File: src/rtl/rst_seq_pkg.sv
package rst_seq_pkg;

  typedef enum logic [2:0] {
    PH_PWRUP    = 3'd0,
    PH_PLLRST   = 3'd1,
    PH_WAITLOCK = 3'd2,
    PH_SETTLE   = 3'd3,
    PH_RUN      = 3'd4
  } seqPhase_t;

  // strobes from control to datapath
  typedef struct packed {
    logic cntClr;
    logic cntInc;
    logic relRun;
    logic pllRst;
  } seqStrobe_t;

endpackage

File: src/rtl/rst_seq_ctrl.sv
module rst_seq_ctrl
  import rst_seq_pkg::*;
(
  input  logic       clk,
  input  logic       arstN,
  input  logic       swReq,
  input  logic       pllLocked,
  input  logic       pwrupDone,
  input  logic       pllDone,
  input  logic       settleDone,
  output seqStrobe_t strobe,
  output seqPhase_t  state
);

  seqPhase_t stateNxt;

  always_ff @(posedge clk or negedge arstN) begin
    if (!arstN) state <= PH_PWRUP;
    else        state <= stateNxt;
  end

  always_comb begin
    stateNxt      = state;
    strobe.cntClr = 1'b0;
    strobe.cntInc = 1'b0;
    strobe.relRun = (state == PH_RUN);
    strobe.pllRst = (state == PH_PLLRST);
    unique case (state)
      PH_PWRUP: begin
        if (pwrupDone) begin
          stateNxt      = PH_WAITLOCK;
          strobe.cntClr = 1'b1;
        end else begin
          strobe.cntInc = 1'b1;
        end
      end
      PH_PLLRST: begin
        if (pllDone) begin
          stateNxt      = PH_WAITLOCK;
          strobe.cntClr = 1'b1;
        end else begin
          strobe.cntInc = 1'b1;
        end
      end
      PH_WAITLOCK: begin
        strobe.cntClr = 1'b1;
        if (pllLocked) stateNxt = PH_SETTLE;
      end
      PH_SETTLE: begin
        if (swReq) begin
          stateNxt      = PH_PLLRST;
          strobe.cntClr = 1'b1;
        end else if (!pllLocked) begin
          stateNxt      = PH_WAITLOCK;
          strobe.cntClr = 1'b1;
        end else if (settleDone) begin
          stateNxt      = PH_RUN;
          strobe.cntClr = 1'b1;
        end else begin
          strobe.cntInc = 1'b1;
        end
      end
      PH_RUN: begin
        strobe.cntClr = 1'b1;
        if (swReq)           stateNxt = PH_PLLRST;
        else if (!pllLocked) stateNxt = PH_WAITLOCK;
      end
      default: begin
        stateNxt      = PH_PWRUP;
        strobe.cntClr = 1'b1;
      end
    endcase
  end

  AST_LOCK_LOSS_WAIT: assert property (@(posedge clk) disable iff (!arstN)
    (state == PH_RUN && !pllLocked && !swReq) |=> (state == PH_WAITLOCK));

  AST_WAIT_IGNORES_REQ: assert property (@(posedge clk) disable iff (!arstN)
    (state == PH_WAITLOCK && !pllLocked) |=> (state == PH_WAITLOCK));

  AST_PWRUP_IGNORES_REQ: assert property (@(posedge clk) disable iff (!arstN)
    (state == PH_PWRUP && !pwrupDone) |=> (state == PH_PWRUP));

  AST_SETTLE_RESTART: assert property (@(posedge clk) disable iff (!arstN)
    (state == PH_SETTLE && swReq) |=> (state == PH_PLLRST));

endmodule

File: src/rtl/rst_seq_dp.sv
module rst_seq_dp
  import rst_seq_pkg::*;
#(
  parameter int PWRUP_CYCLES  = 16,
  parameter int PLL_CYCLES    = 8,
  parameter int SETTLE_CYCLES = 12
) (
  input  logic       clk,
  input  logic       arstN,
  input  logic       pllLocked,
  input  logic       reconfArm,
  input  logic       reconfReq,
  input  seqStrobe_t strobe,
  output logic       pwrupDone,
  output logic       pllDone,
  output logic       settleDone,
  output logic       logicRstN,
  output logic       reconfN
);

  localparam int MAX_A = (PWRUP_CYCLES > PLL_CYCLES) ? PWRUP_CYCLES : PLL_CYCLES;
  localparam int MAX_C = (MAX_A > SETTLE_CYCLES) ? MAX_A : SETTLE_CYCLES;
  localparam int CNT_W = $clog2(MAX_C + 1);

  logic [CNT_W-1:0] cnt;
  logic [1:0]       relSync;
  logic             syncClrN;
  logic             reconfLow;

  // shared phase counter
  always_ff @(posedge clk or negedge arstN) begin
    if (!arstN)             cnt <= '0;
    else if (strobe.cntClr) cnt <= '0;
    else if (strobe.cntInc) cnt <= cnt + 1'b1;
  end

  assign pwrupDone  = (cnt == CNT_W'(PWRUP_CYCLES - 1));
  assign pllDone    = (cnt == CNT_W'(PLL_CYCLES - 1));
  assign settleDone = (cnt == CNT_W'(SETTLE_CYCLES - 1));

  // release synchronizer: cleared at once by device reset or loss of lock
  assign syncClrN = arstN & pllLocked;

  always_ff @(posedge clk or negedge syncClrN) begin
    if (!syncClrN) relSync <= 2'b00;
    else           relSync <= {relSync[0], strobe.relRun};
  end

  assign logicRstN = relSync[1];

  // reconfiguration pin: sticky until the device reset
  always_ff @(posedge clk or negedge arstN) begin
    if (!arstN)                       reconfLow <= 1'b0;
    else if (reconfArm && reconfReq)  reconfLow <= 1'b1;
  end

  assign reconfN = ~reconfLow;

  AST_REL_NEEDS_LOCK: assert property (@(posedge clk) disable iff (!arstN)
    logicRstN |-> pllLocked);

  AST_REL_AFTER_RUN: assert property (@(posedge clk) disable iff (!arstN)
    $rose(logicRstN) |-> $past(strobe.relRun, 2));

  AST_RECONF_STICKY: assert property (@(posedge clk) disable iff (!arstN)
    !reconfN |=> !reconfN);

  AST_RECONF_ARMED: assert property (@(posedge clk) disable iff (!arstN)
    $fell(reconfN) |-> $past(reconfArm && reconfReq));

endmodule

File: src/rtl/rst_sequencer.sv
module rst_sequencer
  import rst_seq_pkg::*;
#(
  parameter int PWRUP_CYCLES  = 16,
  parameter int PLL_CYCLES    = 8,
  parameter int SETTLE_CYCLES = 12
) (
  input  logic       clk,
  input  logic       arstN,
  input  logic       swReq,
  input  logic       pllLocked,
  input  logic       reconfArm,
  input  logic       reconfReq,
  output logic       pllReset,
  output logic       logicRstN,
  output logic       reconfN,
  output logic [2:0] phase
);

  seqStrobe_t strobe;
  seqPhase_t  state;
  logic       pwrupDone;
  logic       pllDone;
  logic       settleDone;

  rst_seq_ctrl i_ctrl (
    .clk        (clk),
    .arstN      (arstN),
    .swReq      (swReq),
    .pllLocked  (pllLocked),
    .pwrupDone  (pwrupDone),
    .pllDone    (pllDone),
    .settleDone (settleDone),
    .strobe     (strobe),
    .state      (state)
  );

  rst_seq_dp #(
    .PWRUP_CYCLES  (PWRUP_CYCLES),
    .PLL_CYCLES    (PLL_CYCLES),
    .SETTLE_CYCLES (SETTLE_CYCLES)
  ) i_dp (
    .clk        (clk),
    .arstN      (arstN),
    .pllLocked  (pllLocked),
    .reconfArm  (reconfArm),
    .reconfReq  (reconfReq),
    .strobe     (strobe),
    .pwrupDone  (pwrupDone),
    .pllDone    (pllDone),
    .settleDone (settleDone),
    .logicRstN  (logicRstN),
    .reconfN    (reconfN)
  );

  assign pllReset = strobe.pllRst;
  assign phase    = state;

  // checker: length of the clock generator reset pulse
  localparam int PC_W = $clog2(PLL_CYCLES + 2);
  logic [PC_W-1:0] pllHighCnt;

  always_ff @(posedge clk or negedge arstN) begin
    if (!arstN)        pllHighCnt <= '0;
    else if (pllReset) pllHighCnt <= pllHighCnt + 1'b1;
    else               pllHighCnt <= '0;
  end

  AST_PLL_PULSE_LEN: assert property (@(posedge clk) disable iff (!arstN)
    $fell(pllReset) |-> (pllHighCnt == PC_W'(PLL_CYCLES)));

endmodule

File: config.mk
export PLATFORM = sky130hd
export DESIGN_NAME = rst_sequencer
export DESIGN_NICKNAME = d
export VERILOG_FILES = /design/src/rtl/rst_seq_pkg.sv /design/src/rtl/rst_seq_ctrl.sv /design/src/rtl/rst_seq_dp.sv /design/src/rtl/rst_sequencer.sv
export SDC_FILE = /design/constraint.sdc
export NUM_CORES = 1
export LEC_CHECK = 0
export BUFFER_PORTS_ARGS = -buffer_cell sky130_fd_sc_hd__buf_2
export CORE_UTILIZATION = 31
export DETAILED_ROUTE_END_ITERATION = 10
export GPL_ROUTABILITY_DRIVEN = 0
export PLACE_DENSITY = 0.53
export SETUP_SLACK_MARGIN = 0.2
export SYNTH_ARGS = -nofsm -noshare
export SYNTH_HDL_FRONTEND = slang
export SYNTH_SLANG_ARGS = --single-unit
File: constraint.sdc
create_clock -name clk -period 3.82 [get_ports clk]
set_clock_uncertainty 0.05 [all_clocks]
set_input_delay 0.764 -clock clk [delete_from_list [all_inputs] [get_ports clk]]
set_output_delay 0.764 -clock clk [all_outputs]
set_load 0.01 [all_outputs]
After elaboration in Yosys (flattened, before gate mapping)

Cells that the tools add are included.

Add/subtract/negate cells: 1
Equal/unequal tests: 12
Mux-type cells: 23
Bitwise gates (word level): 2
Reductions and logical operators: 4

Operators with widths:

| kind                | number |
|---|---|
| $mux 3              | 8 |
| $pmux 3 s5          | 1 |
| $eq 5x4->1 const B  | 2 |
| $mux 1              | 10 |
| $mux 5              | 2 |
| $eq 3x2->1 const B  | 2 |
| $pmux 1 s3          | 2 |
| $add 5x1->5 const B | 1 |
| $eq 5x3->1 const B  | 1 |
| $reduce_and 5->1    | 1 |
| $ne 2x1->1 const B  | 2 |
| $ne 4x3->1 const B  | 1 |
| $eq 3x1->1 const B  | 1 |
| $eq 3x3->1 const B  | 1 |
| $logic_not 3->1     | 1 |
| $ne 3x3->1 const B  | 1 |
| $ne 2x2->1 const B  | 1 |
| $reduce_bool 2->1   | 1 |
| $and 1x1->1         | 1 |
| $logic_and 1x1->1   | 1 |
| $not 1->1           | 1 |

Bits in registers: 11
Bits of input ports: 6
Output and inout port bits: 6
Logic and storage cells: 46

Depth between registers and ports, before layout

Depth after elaboration: 7
Depth in mapped cells: 6
Depth with buffers taken out: 6

Modules after synthesis

From an unflattened synthesis, not the netlist that was laid out.

Cells, all modules: 59
Area, all modules: 673.1 um^2

By module, submodules not included:

| module       | instances | cells each | area each (um^2) |
|---|---|---|---|
| rst_seq_dp   | 1         | 33         | 390.4 |
| rst_seq_ctrl | 1         | 26         | 282.8 |

Least setup slack after synthesis

Ideal clock, no wire load.

Path kind: flip-flop to flip-flop
From: reg i_dp.cnt[0]
To: reg i_ctrl.state[1]
Library setup time: 119 ps
Data arrival time: 1639 ps
Required time: 3651 ps
Slack: 2012 ps
Cell stages (with the launch flop): 7
Buffers on the path: 0
Period minus slack after synthesis: 1808 ps
Cell sequence: dfrtp_1 > ha_1 > and3_1 > ha_1 > nor2b_1 > a2111o_1 > o21a_1

Longest elaborated chain between the ends: 3
Elaborated cells between the ends (all ways): 7
Classes of those cells: eq/ne: 6; reduce/logical: 1

Ends and longest elaborated chain:

| item                                                             | line               | text |
|---|---|---|
| start: declaration                                               | rst_seq_dp.sv:25   | `logic [CNT_W-1:0] cnt;` |
| start signal: assignment                                         | rst_seq_dp.sv:34   | `else if (strobe.cntInc) cnt <= cnt + 1'b1;` |
| $eq 5x4->1 (tied with other cells)                               | rst_seq_dp.sv:39   | `assign settleDone = (cnt == CNT_W'(SETTLE_CYCLES - 1));` |
| $ne 4x3->1 (no source line) / $ne 2x1->1 (equally long branches) | --                 |  |
| $reduce_and 5->1 (no source line) (*)                            | --                 |  |
| end signal: assignment                                           | rst_seq_ctrl.sv:19 | `else state <= stateNxt;` |
| end: declaration                                                 | rst_seq_ctrl.sv:12 | `output seqPhase_t state` |

Every way passes the cells marked *; elsewhere a longest branch is shown, timed or not.
A chain may end at the register's enable or synchronous reset.

Worst setup path in the final report

From: reg i_ctrl.state[2]
To: out pllReset

Longest elaborated chain between the ends: 1

Ends and longest elaborated chain:

| item             | line                | text |
|---|---|---|
| $eq 3x1->1       | rst_seq_ctrl.sv:27  | `strobe.pllRst = (state == PH_PLLRST);` |
| end: declaration | rst_sequencer.sv:14 | `output logic pllReset,` |

Every way passes these cells.

==> run metrics <==
run status completed; Core ar. 0.00173 mm2; root buf cell clkbuf_4; synthesized area per cell 10.7 um2; Cell Area, Synth 567 um2; PortBufs 11; distinct cell type count after synthesis 29; hold buffer count at cts 0; Die X 44.8 um; Max Slew Vio Count 0; initial antenna violation count 0; wire per inst 10.9 um; Arr. time, crit path 1.19 ns; final setup fails 0; Max-Cap Viols 0; CTS tree built; clk_lat worst skew 0.27 ns; total CTS buffers 3; endpoint type of the worst setup path output pin; Fin Setup TNS 0 ns; Final HPWL DP 720 um; fin crit share 0.525; H-tree Lvls 1; Layout area overhead 18.5%; drt pass-1 iters 4; proportion of layout cells with a drive suffix above 1 0.284; row cnt 15; Synth Area in Compound Gates 0.181; Critical Path Fanout Max 9; largest net degree at the start of global routing 13; Synth Area in XOR/XNOR 0.0309; nets 76; Hold Crit Class in2async; Initial Utilization 0.328; Critical Path RT 3.01 ns; kind of critical path reg2out; Sink Count 11; Power Density 586 mW/mm2; Power Total 394 uW; slew margin rel. 0.725; setup bufs post-CTS 0; post-placement cell area 646 um2; f_max 0.499 GHz; FF-to-FF End i_ctrl.state[1]; Simple-Gate Fraction of Synth Area 0.219; post-cts repair resize count 0; largest family of logic cells by synthesized area simple AND/OR/NAND/NOR gates; yosys warns 0; worst reg2reg path depth 6; maximum VDD drop 0.355 mV; Final Hold Viols 0; DRC Markers 0; post-route cell area 672 um2; clk slew on worst S/H paths 0.07 ns; vias per std cell 4.90; antenna-violating nets left 0; syn_nets 61; Clock Tree Buf Depth 2; GRT Overall Usage 0.127; io pins 12; Mapped Cells 53; fin crit period 2.01 ns; first-pass GRT wire length 1.73 mm; fraction of synthesized area in multiplexers 0; Pleak 0.320 nW; Least-Margin Pin Slew 0.407 ns; Synth Register Bits 11; Post-Synth Adder-Cell Area 0.0442; vias in the first global route 397; most frequent cells in the layout 11 x dfrtp_1, 11 x buf_2, 6 x a21oi_1, 4 x inv_1; CP startpoint kind flop; total die area 0.00200 mm2; hold_ws 0.286 ns; RR Startpoint i_dp.cnt[0]; vias 451; n_diodes 0; drt total wl 999 um; post-synthesis sequential area ratio 0.486; reg2reg setup slack 1.92 ns; 1st-iter DRT viols 5; die span in y 44.8 um; fillcell total 198; RSZ-0062 raised after global routing no; Overflow after GRT 0
[area by class of cell]
cell class | instances | area (um2) | share of cell area
Clock buffer | 4 | 26.3 | 0.0391
Tap cell | 25 | 31.3 | 0.0466
Sequential cell | 11 | 275 | 0.410
Inverter | 4 | 15.0 | 0.0223
Multi-Input combinational cell | 37 | 269 | 0.400
Timing Repair Buffer | 11 | 55.1 | 0.0819
[stage by stage]
step,setup slack [ns],utilization,cells
floorplan,2.01,-,53
detailed placement,1.91,0.374,88
finish,1.81,0.389,92
global route,1.71,0.389,92
global placement,1.91,0.374,88
CTS,1.81,0.389,92
[worst max-delay path by stage]
stage                          from         endpoint  slack, ns  cells past startpoint
detailed placement      i_dp.cnt[0]  i_ctrl.state[1]       1.91                      6
CTS                 i_ctrl.state[2]         pllReset       1.81                      3
global route        i_ctrl.state[2]         pllReset       1.71                      3
floorplan               i_dp.cnt[0]  i_ctrl.state[1]       2.01                      6
finish              i_ctrl.state[2]         pllReset       1.81                      3
global placement        i_dp.cnt[0]  i_ctrl.state[1]       1.91                      6
[registers in the layout, indices dropped and copies added (netlist names)]
| name | count |
|---|---|
| i_dp.relSync | 2 |
| i_ctrl.state | 3 |
| i_dp.cnt | 5 |
| i_dp.reconfLow | 1 |
[cells by family (layout without fill, tap and decap cells)]
logic type | Yosys count | count (layout)
simple gates | 18 | 18
compound gates | 15 | 15
xor+xnor | 2 | 2
buf+inv | 5 | 19
flops | 11 | 11
fa+ha+maj | 2 | 2
[worst max-delay path, stage by stage, from the launching register on]
cell	delay, ns
dfrtp_1	0.47
nand2b_1	0.22
nor2_1	0.10
buf_2	0.14
[synth_stat cells]
library cell / n / area [um2]
a21oi_1: 6 / 30.0
nor3b_1: 1 / 7.51
o21a_1: 2 / 15.0
and2_1: 1 / 6.26
nor2b_1: 2 / 12.5
or3_1: 1 / 6.26
ha_1: 2 / 25.0
inv_1: 4 / 15.0
and2b_2: 1 / 8.76
o21ai_0: 1 / 5.00
buf_4: 1 / 7.51
xnor2_1: 1 / 8.76
nor4bb_2: 1 / 16.3
a31oi_1: 2 / 12.5
o2bb2ai_1: 1 / 8.76
nand2b_1: 1 / 6.26
a21boi_2: 1 / 11.3
nand3_1: 1 / 5.00
a2111o_1: 1 / 11.3
or4_4: 1 / 11.3
nor3_1: 1 / 5.00
nor4bb_1: 1 / 10.0
xor2_1: 1 / 8.76
nand2_1: 3 / 11.3
and3_1: 1 / 6.26
a21o_2: 1 / 8.76
nand3b_1: 1 / 7.51
dfrtp_1: 11 / 275
nor2_1: 1 / 3.75
[power breakdown]
part	switching, mW	leakage, nW	internal, mW	total (mW)
registers	0.0379	0.140	0.145	0.183
clock network	0.0378	0.0150	0.0404	0.0783
logic	0.0619	0.165	0.0709	0.133
[per-layer routing]
metal  track usage  vias to the layer above  wire (um)
li1              -                      218          -
met1         0.162                      212        459
met2         0.174                       16        443
met3        0.0720                        5         73
met4        0.0545                        0         23
met5             0                        -          0
Note: power is estimated with default switching activity, not from simulation.
